[src/rtl/slot_ram_sched.sv]
module slot_ram_sched #(
  parameter int AW = 8,
  parameter int DW = 16
) (
  input  logic          clk,
  input  logic          rst,
  input  logic          in_req,
  input  logic [AW-1:0] in_addr,
  input  logic [DW-1:0] in_wdata,
  input  logic          out_req,
  input  logic [AW-1:0] out_addr,
  input  logic          dump_go,
  input  logic          out_ack,
  input  logic          eng_req,
  input  logic          eng_we,
  input  logic [AW-1:0] eng_addr,
  input  logic [DW-1:0] eng_wdata,
  output logic [3:0]    phase,
  output logic          gnt_in,
  output logic          gnt_out,
  output logic          gnt_eng,
  output logic          ram_en,
  output logic          ram_we,
  output logic [AW-1:0] ram_addr,
  output logic [DW-1:0] ram_wdata,
  input  logic [DW-1:0] ram_rdata,
  output logic          out_rvalid,
  output logic [DW-1:0] out_rdata,
  output logic          eng_rvalid,
  output logic [DW-1:0] eng_rdata,
  output logic          loaded
);
  localparam logic [3:0] LAST = 4'd11;
  localparam logic [3:0] HALF = 4'd6;

  logic slot_out, slot_in, slot_eng, eng_wr, dump_pend;

  always_ff @(posedge clk)
    if (rst || phase == LAST) phase <= '0;
    else                      phase <= phase + 4'd1;

  assign slot_out = (phase == 4'd0) || (phase == HALF);
  assign slot_in  = (phase == 4'd1) || (phase == HALF + 4'd1);
  assign slot_eng = !slot_out && !slot_in;

  assign gnt_out = slot_out && (out_req || dump_pend);
  assign gnt_in  = slot_in && in_req;
  assign gnt_eng = slot_eng && eng_req;
  assign eng_wr  = gnt_eng && eng_we;

  assign ram_en    = gnt_out || gnt_in || gnt_eng;
  assign ram_we    = gnt_in || eng_wr;
  assign ram_addr  = gnt_in  ? in_addr  :
                     gnt_out ? out_addr :
                     gnt_eng ? eng_addr : '0;
  assign ram_wdata = gnt_in ? in_wdata : eng_wr ? eng_wdata : '0;

  always_ff @(posedge clk)
    if (rst) begin
      out_rvalid <= 1'b0;
      eng_rvalid <= 1'b0;
      dump_pend  <= 1'b0;
      loaded     <= 1'b0;
    end else begin
      out_rvalid <= gnt_out;
      eng_rvalid <= gnt_eng && !eng_we;
      dump_pend  <= dump_go || (dump_pend && !gnt_out);
      if (gnt_out && dump_pend) loaded <= 1'b1;
      else if (out_ack)         loaded <= 1'b0;
    end

  assign out_rdata = out_rvalid ? ram_rdata : '0;
  assign eng_rdata = eng_rvalid ? ram_rdata : '0;
endmodule


[config.mk]
export PLATFORM = sky130hd
export DESIGN_NAME = slot_ram_sched
export DESIGN_NICKNAME = d
export VERILOG_FILES = /design/src/rtl/slot_ram_sched.sv
export SDC_FILE = /design/constraint.sdc
export NUM_CORES = 1
export LEC_CHECK = 0
export BUFFER_PORTS_ARGS = -buffer_cell sky130_fd_sc_hd__buf_2
export CAP_MARGIN = 20
export CORE_MARGIN = 5
export CORE_UTILIZATION = 31
export DETAILED_ROUTE_END_ITERATION = 8
export PLACE_DENSITY = 0.81
export SKIP_CTS_REPAIR_TIMING = 1
export SYNTH_ARGS = -nofsm -noshare
export SYNTH_HDL_FRONTEND = slang
export SYNTH_SLANG_ARGS = --single-unit
[constraint.sdc]
create_clock -name clk -period 2.18 [get_ports clk]
set_clock_uncertainty 0.15 [all_clocks]
set_input_delay 0.218 -clock clk [delete_from_list [all_inputs] [get_ports clk]]
set_output_delay 0.218 -clock clk [all_outputs]
set_load 0.1 [all_outputs]
==> flow_summary_export.csv, run 1 <==
group,metric,value,unit
timing,final_hold_viol_count,0,
worst_setup_path,rr_worst_depth,6,
route,ant_nets,0,
layout,multi_input_area,1092,um2
synth,syn_inst,138,
synth,async_flop_share,0,%
synth,synth_cell_types,33,
timing,slew_violations,0,
synth,synth-warning-count,0,
timing,whs,0.02736,ns
clock_tree,clockBufferDepth,2,
timing,timing.final.crit_share,105.1,%
grt,antenna_found_initial,0,
grt,grt_usage,20.89,%
worst_setup_path,cp.arrival,1.92,ns
timing,max_slew.worst_pin.slew,0.4994,ns
timing,rsz0062_at_grt,"true",
hold_path,hold_end,"dump_pend$_SDFF_PP0_",
clock_tree,htreeDepth,1,
clock_tree,clk_pin_slew,0.06,ns
timing,timing.fmax,0.4365,GHz
route,drc_errors,0,
clock_tree,cts_tree,"done",
worst_setup_path,crit_top_cell,"buf_6",
power_and_ir_drop,power_density,617.0,nW/um2
hold_path,min_path_type,"input pin to flip-flop",
hold_path,min_from,"dump_go",
worst_setup_path,cp-end-kind,"primary output",
floorplanning,core-area,3363,um2
timing,maxSlewHeadroom,66.94,%
layout,synthToLayoutAreaGrowth,147.9,%
worst_setup_path,crit_path_start_kind,"flip-flop",
layout,utilization,79.69,%
clock_tree,clock-sinks,8,
power_and_ir_drop,finalPower,1654,uW
worst_setup_path,cp.buffers_inverters,4,
worst_setup_path,crit_family,"buffers and inverters",
clock_tree,cts_made_buffers,3,
floorplanning,rows,21,
layout,layout_common_cells,"118 x buf_2, 30 x buf_12, 19 x and2_2",
run,drv_cap,0,
route,wirelength,5483,um
layout,instances_no_fill,336,
clock_tree,insertion_delay,0.27,ns
grt,overflow,0,
layout,diodes,0,
timing,finalSetupViolCount,26,
place,dp_slack,0.04572,ns
synth,synth_area_leaders,"and2_1 20%, dfxtp_1 15%, a22o_1 12%, o22a_1 6.5%, a21o_1 5.6%",
clock_tree,root_buffer,"clkbuf_4",
grt,grt_max_degree,19,
floorplanning,ios,148,
hold_path,hold_depth,3,
synth,synth.largest_area_cell,"and2_1",
route,avgViaCountPerCell,4.813,
worst_setup_path,critPathMaxFanout,5,
synth,synth-edff-count,0,
floorplanning,die-area,4768,um2
grt,grt_pass1_vias,1687,
layout,final_nets,375,
worst_setup_path,reg2reg_setup_slack,0.60,ns
route,firstDrtPassIters,4,
status,violations,"setup timing",
status,status,"finished, violations left",
synth,synth.ff_latch_count,8,
place,io_buffers,147,
floorplanning,die_y,69.05,um
layout,layout_commonest_cell,"buf_2",
place,placedCellCount,328,
synth,avgSynthCellArea,7.834,um2
worst_setup_path,r2r_start,"phase[0]$_SDFF_PP0_",
place,gp_congestion,0.7770,
worst_setup_path,critical_path_class,"flip-flop to primary output",
power_and_ir_drop,total_leakage_power,0.001431,uW
worst_setup_path,path_cells,"inv_4, ha_4, mux2i_4, buf_6, nor3_4, buf_6, a21o_1, o22a_4, buf_12",
place,place_hpwl,4598,um
layout,drive_gt1_share,77.59,%
grt,grt_first_pass_wirelength,8224,um
floorplanning,start_util,32.14,%
route,first_iter_violations,31,
worst_setup_path,required,1.81,ns
floorplanning,die_w,69.05,um
synth,synth_nets,222,
route,post_drt_wl_per_cell,16.32,um
synth,ys_seq_area_share,14.81,%
timing,setup_slack,-0.1107,ns
route,vias,1617,
layout,num-fill-cells,223,
layout,seqCellArea,173.9,um2
synth,synth_ff_type,"dfxtp_1",
synth,netlist_area,1081,um2
worst_setup_path,r2r-end,"eng_rvalid$_SDFF_PP0_",
power_and_ir_drop,ir_worst_vdd,0.4596,mV
worst_setup_path,slowest_stage,"dfxtp_4",
worst_setup_path,slowest_delay,0.39,ns
timing,post-route-min-period,2.291,ns
synth,synth_top_area_share,19.68,%
==> final cells by class <==
type / instances / share of cell area [%]
tap: 46 / 2.148
timing repair buffer: 157 / 48.27
sequential: 8 / 6.489
clock buffer: 4 / 0.9804
inverter: 7 / 1.354
multi-input combinational: 114 / 40.76
==> worst min-delay path: cells and delay by family <==
kind	cells	cell delay (ns)
AOI/OAI and AO/OA	1	0.05
buffers and inverters	2	0.13
==> worst max-delay path by stage <==
stage                             start      endpoint  slack [ns]  depth (start not counted)
detailed placement  phase[1]$_SDFF_PP0_  ram_wdata[3]        0.05                          8
global route        phase[0]$_SDFF_PP0_   ram_addr[1]       -0.21                          9
CTS                 phase[1]$_SDFF_PP0_  ram_wdata[3]       -0.26                          8
global placement    phase[1]$_SDFF_PP0_  ram_wdata[2]        0.11                          8
finish              phase[0]$_SDFF_PP0_   ram_addr[1]       -0.11                          9
floorplan           phase[1]$_SDFF_PP0_   ram_addr[0]       -0.52                          5
==> routing by layer <==
metal | wire length (um) | GRT usage [%]
met5 | 0 | 0
met2 | 3029 | 39.94
met4 | 138 | 7.158
met1 | 1753 | 20.03
met3 | 561 | 8.140
==> synth_stat cells, types with 2 or more instances <==
cell      number
nor2_1        14
a21oi_1        3
nor3_4         2
clkbuf_1       2
inv_1          5
a21o_1         8
nor4_1         2
buf_6          4
dfxtp_1        8
ha_1           4
buf_2          2
a22o_1        15
o22a_1         8
nand2_1        9
and2_1        34
==> kinds of logic after synthesis <==
kind of cell,count (synthesis),synth area share [%]
compound gates,38,29.75
simple gates,68,36.92
fa+ha+maj,4,4.630
mux,3,4.282
flops,8,14.81
buf+inv,16,8.796
xor+xnor,1,0.8103
==> power breakdown <==
| group | internal (uW) | switching, uW |
|---|---|---|
| combinational | 471 | 880 |
| sequential | 156 | 20.3 |
| clock | 70.4 | 56.0 |
==> through the flow <==
step | instance area (um2) | TNS [ns]
2_1_floorplan | 1350 | -7.764
3_3_place_gp | 2552 | 0
3_5_place_dp | 2552 | 0
4_1_cts | 2579 | -4.977
5_1_grt | 2680 | -4.571
6_report | 2680 | -2.424
==> sequential cells by signal, indices dropped and copies added (netlist names) <==
register    flops
phase           4
dump_pend       1
eng_rvalid      1
loaded          1
out_rvalid      1
Power figures use the tool's default switching activity.
==> inputs of run 2 (changes only) <==
- CELL_PAD_IN_SITES_DETAIL_PLACEMENT: default -> 0
- CELL_PAD_IN_SITES_GLOBAL_PLACEMENT: default -> 2
- CORE_UTILIZATION: 31 -> 13
- PLACE_DENSITY: 0.81 -> default
- PLACE_DENSITY_LB_ADDON: default -> 0.1
==> run 2 against run 1 <==
Against the previous run: the run still ends with setup timing left; first-iteration DRC count fell by 32%; final cell count rose by 19%; utilization fell by 45 points; register-to-register slack improved by 0.07 ns; wire length rose by 0.89%; cell area rose by 5.5%; largest power group unchanged; highest routed layer unchanged.
==> flow_summary_export.csv, run 2 (synthesis gave the netlist of run 1 again) <==
group,metric,value,unit
worst_setup_path,crit_path_end,"ram_wdata[6]",
layout,diodes,0,
layout,num-fill-cells,854,
clock_tree,clockBufferDepth,2,
timing,finalSetupViolCount,26,
layout,layout_common_cells,"118 x buf_2, 30 x buf_12, 19 x and2_2",
layout,seqCellArea,173.9,um2
layout,largest_reg_flops,4,
layout,final_nets,380,
worst_setup_path,slowest_stage,"dfxtp_4",
route,firstDrtPassIters,3,
power_and_ir_drop,total_leakage_power,0.001475,uW
grt,antenna_found_initial,0,
worst_setup_path,slowest_delay,0.35,ns
grt,grt_pass1_vias,1662,
worst_setup_path,r2r-end,"loaded$_SDFFE_PP0P_",
worst_setup_path,critPathMaxFanout,9,
timing,post-route-min-period,2.253,ns
floorplanning,die_w,101.2,um
layout,multi_input_area,1115,um2
floorplanning,ios,148,
route,ant_nets,0,
route,vias,1607,
layout,drive_gt1_share,80.68,%
route,post_drt_wl_per_cell,13.83,um
power_and_ir_drop,power_density,616.1,nW/um2
worst_setup_path,cp-startpoint,"phase[1]$_SDFF_PP0_",
place,gp_congestion,0.6533,
clock_tree,clk_pin_slew,0.05,ns
timing,maxSlewHeadroom,67.23,%
floorplanning,die-area,10240,um2
power_and_ir_drop,finalPower,1741,uW
clock_tree,cts_made_buffers,3,
clock_tree,clock-sinks,8,
timing,timing.fmax,0.4439,GHz
worst_setup_path,cp.arrival,1.88,ns
worst_setup_path,crit_family,"buffers and inverters",
worst_setup_path,rr_worst_depth,7,
timing,rsz0062_at_grt,"true",
timing,max_slew.worst_pin.slew,0.4950,ns
route,first_iter_violations,21,
timing,final_hold_viol_count,0,
status,violations,"setup timing",
timing,slew_violations,0,
layout,top_register,"phase",
worst_setup_path,cp.buffers_inverters,3,
grt,grt_max_degree,18,
worst_setup_path,path_cells,"buf_6, ha_4, mux2i_4, a21oi_4, nor3_4, buf_6, a22o_4, buf_12",
clock_tree,htreeDepth,1,
clock_tree,cts_tree,"done",
floorplanning,core-area,8175,um2
floorplanning,rows,33,
grt,grt_usage,9.787,%
clock_tree,insertion_delay,0.23,ns
worst_setup_path,cp-end-kind,"primary output",
run,drv_cap,0,
worst_setup_path,critical_path_class,"flip-flop to primary output",
route,wirelength,5532,um
power_and_ir_drop,ir_worst_vdd,0.2093,mV
route,drc_errors,0,
grt,grt_first_pass_wirelength,8086,um
worst_setup_path,reg2reg_setup_slack,0.67,ns
floorplanning,start_util,13.22,%
clock_tree,root_buffer,"clkbuf_8",
floorplanning,die_y,101.2,um
worst_setup_path,crit_top_cell,"buf_6",
timing,timing.final.crit_share,103.3,%
timing,setup_slack,-0.07270,ns
layout,synthToLayoutAreaGrowth,161.5,%
place,place_hpwl,4764,um
status,status,"finished, violations left",
layout,layout_commonest_cell,"buf_2",
worst_setup_path,required,1.81,ns
worst_setup_path,crit_path_start_kind,"flip-flop",
grt,overflow,0,
worst_setup_path,r2r_start,"phase[1]$_SDFF_PP0_",
place,io_buffers,147,
route,avgViaCountPerCell,4.018,
layout,utilization,34.57,%
worst_setup_path,crit_cells,8,
hold_path,min_path_type,"input pin to flip-flop",
-- run 2: worst min path at each step --
stage	from	endpoint	slack, ns	depth (start not counted)
2_1_floorplan	rst	phase[2]$_SDFF_PP0_	0.13	1
3_3_place_gp	eng_we	eng_rvalid$_SDFF_PP0_	0.28	2
3_5_place_dp	eng_we	eng_rvalid$_SDFF_PP0_	0.28	2
4_1_cts	eng_we	eng_rvalid$_SDFF_PP0_	0.04	2
5_1_grt	eng_we	eng_rvalid$_SDFF_PP0_	0.05	2
6_report	eng_we	eng_rvalid$_SDFF_PP0_	0.04	2
-- run 2: power breakdown --
part	internal (uW)	total [uW]	switching (uW)	leakage (uW)
logic	486	1380	889	0.00138
clock network	127	191	63.4	0.0000228
registers	157	175	18.9	0.0000687
total	770	1740	972	0.00147
-- run 2: stage by stage --
stage / worst slack, ns / hold WS [ns] / setup TNS (ns) / cell area (um2) / instances
6_report: -0.07270 / 0.04457 / -1.396 / 2826 / 400
4_1_cts: -0.1982 / 0.04024 / -4.242 / 2689 / 395
3_3_place_gp: 0.07263 / 0.2768 / 0 / 2644 / 391
3_5_place_dp: 0.06376 / 0.2782 / 0 / 2644 / 391
5_1_grt: -0.1674 / 0.04572 / -3.630 / 2826 / 400
2_1_floorplan: -0.5198 / 0.1307 / -7.764 / 1350 / 138
-- run 2: layer usage --
metal  GRT usage [%]  wire length [um]  vias to the layer above
li1                -                 -                      790
met1           9.818              1876                      698
met2           17.00              2596                      115
met3           6.612              1024                        4
met4           1.840                35                        0
met5               0                 0                        -
-- run 2: layout make-up --
cell class / count / area share (%)
Inverter: 7 / 1.284
Timing Repair Buffer: 162 / 46.88
Tap cell: 105 / 4.648
Sequential cell: 8 / 6.153
Clock buffer: 4 / 1.594
Multi-Input combinational cell: 114 / 39.44
-- run 2: worst register-to-register path: stages (launching register included) --
cell	delay, ns
dfxtp_4	0.35
buf_6	0.12
ha_4	0.15
mux2i_4	0.23
buf_4	0.18
nor2_1	0.04
a21oi_1	0.14
nor2_1	0.04
==> inputs of run 3 (changes only) <==
- CELL_PAD_IN_SITES_DETAIL_PLACEMENT: 0 -> 1
==> run 3 against run 2 <==
Against the previous run: the run still ends with setup timing left; sequential share of layout area barely moved; combinational power barely moved; hold slack got worse by 0.017 ns; utilization fell by 0.28 points; count of clock-buffer cells in the layout did not move.
==> flow_summary_export.csv, run 3 (synthesis gave the netlist of run 1 again) <==
group,metric,value,unit
layout,final_nets,380,
run,drv_cap,0,
clock_tree,insertion_delay,0.23,ns
clock_tree,cts_tree,"done",
layout,synthToLayoutAreaGrowth,159.4,%
grt,grt_usage,10.67,%
clock_tree,htreeDepth,1,
place,io_buffers,147,
layout,instances_no_fill,400,
timing,maxSlewHeadroom,67.13,%
worst_setup_path,cp.arrival,1.92,ns
power_and_ir_drop,total_leakage_power,0.001464,uW
floorplanning,die-area,10240,um2
layout,num-fill-cells,946,
place,gp_congestion,0.6533,
worst_setup_path,path_cells,"buf_4, ha_4, mux2i_4, buf_6, nor3_4, buf_4, a21o_1, o22a_4, buf_12",
route,post_drt_wl_per_cell,14.64,um
worst_setup_path,cp-end-kind,"primary output",
timing,whs,0.02749,ns
timing,finalSetupViolCount,26,
timing,timing.fmax,0.4362,GHz
floorplanning,die_w,101.2,um
grt,overflow,0,
clock_tree,clockBufferDepth,2,
worst_setup_path,critical_path_class,"flip-flop to primary output",
floorplanning,die_y,101.2,um
grt,grt_pass1_vias,1763,
worst_setup_path,required,1.81,ns
power_and_ir_drop,power_density,622.3,nW/um2
layout,top_register,"phase",
layout,diodes,0,
floorplanning,start_util,13.22,%
place,placedCellCount,391,
route,vias,1635,
floorplanning,rows,33,
floorplanning,core-area,8175,um2
worst_setup_path,slowest_stage,"dfxtp_4",
grt,antenna_found_initial,1,
timing,post-route-min-period,2.293,ns
clock_tree,cts_made_buffers,3,
clock_tree,clk_pin_slew,0.05,ns
route,firstDrtPassIters,2,
worst_setup_path,slowest_delay,0.35,ns
worst_setup_path,cp.buffers_inverters,4,
timing,slew_violations,0,
timing,tns,-1.941,ns
timing,setup_slack,-0.1126,ns
status,status,"finished, violations left",
layout,layout_commonest_cell,"buf_2",
layout,drive_gt1_share,78.98,%
worst_setup_path,crit_family,"buffers and inverters",
hold_path,min_path_type,"input pin to flip-flop",
timing,rsz0062_at_grt,"true",
route,first_iter_violations,16,
route,ant_nets,0,
worst_setup_path,critPathMaxFanout,5,
status,violations,"setup timing",
clock_tree,clock-sinks,8,
layout,layout_common_cells,"118 x buf_2, 30 x buf_12, 19 x and2_2",
timing,final_hold_viol_count,0,
layout,largest_reg_flops,4,
route,drc_errors,0,
grt,grt_first_pass_wirelength,8721,um
worst_setup_path,crit_path_start_kind,"flip-flop",
worst_setup_path,crit_top_cell,"buf_4",
power_and_ir_drop,ir_worst_vdd,0.2827,mV
place,place_hpwl,5170,um
timing,timing.final.crit_share,105.2,%
grt,grt_max_degree,18,
timing,max_slew.worst_pin.slew,0.4965,ns
clock_tree,root_buffer,"clkbuf_8",
floorplanning,ios,148,
route,avgViaCountPerCell,4.088,
route,wirelength,5854,um
==> run 3: changes by cell type in the layout (fill, tap and decap cells not counted) <==
cell	previous run	this run
nor2_2	8	2
buf_6	3	5
ha_4	2	3
a22o_2	0	2
a22o_4	16	14
nor2_4	1	2
nor2_1	7	12
clkbuf_16	1	0
buf_4	10	9
ha_2	2	1
==> run 3: layout make-up <==
type,count,area (um2),area share (%)
well taps,105,131.4,4.685
inverters,7,36.28,1.294
clock buffers,4,45.04,1.606
multi-input cells,114,1102,39.31
flip-flops and latches,8,173.9,6.203
repair buffers,162,1315,46.90
==> run 3: through the flow <==
step | power [uW] | util (%) | worst slack, ns | area [um2]
3_5_place_dp | 1515 | 32.34 | 0.03942 | 2644
3_3_place_gp | 1515 | 32.34 | 0.07263 | 2644
6_report | 1745 | 34.30 | -0.1126 | 2804
2_1_floorplan | 1098 | - | -0.5198 | 1350
5_1_grt | 1818 | 34.30 | -0.2095 | 2804
4_1_cts | 1717 | 32.89 | -0.2248 | 2689
==> run 3: power breakdown <==
group	leakage, uW	switching, uW	internal, uW	total, uW
combinational	0.00137	889	487	1380
sequential	0.0000687	19.9	157	176
clock	0.0000228	64.7	127	192
==> run 3: worst paths after layout <==
check	start	endpoint	slack, ns	cells past startpoint
hold reg to reg	dump_pend$_SDFF_PP0_	dump_pend$_SDFF_PP0_	0.36	2
hold / removal	eng_we	eng_rvalid$_SDFF_PP0_	0.03	2
setup / recovery	phase[1]$_SDFF_PP0_	ram_addr[5]	-0.11	9
setup reg to reg	phase[1]$_SDFF_PP0_	loaded$_SDFFE_PP0P_	0.58	8
==> run 3: routing by layer <==
layer,vias up,wire length [um],global-route usage [%]
met5,-,20,0
met4,2,29,1.534
met2,115,2688,17.96
met3,4,1042,7.163
met1,721,2073,11.40
li1,793,-,-
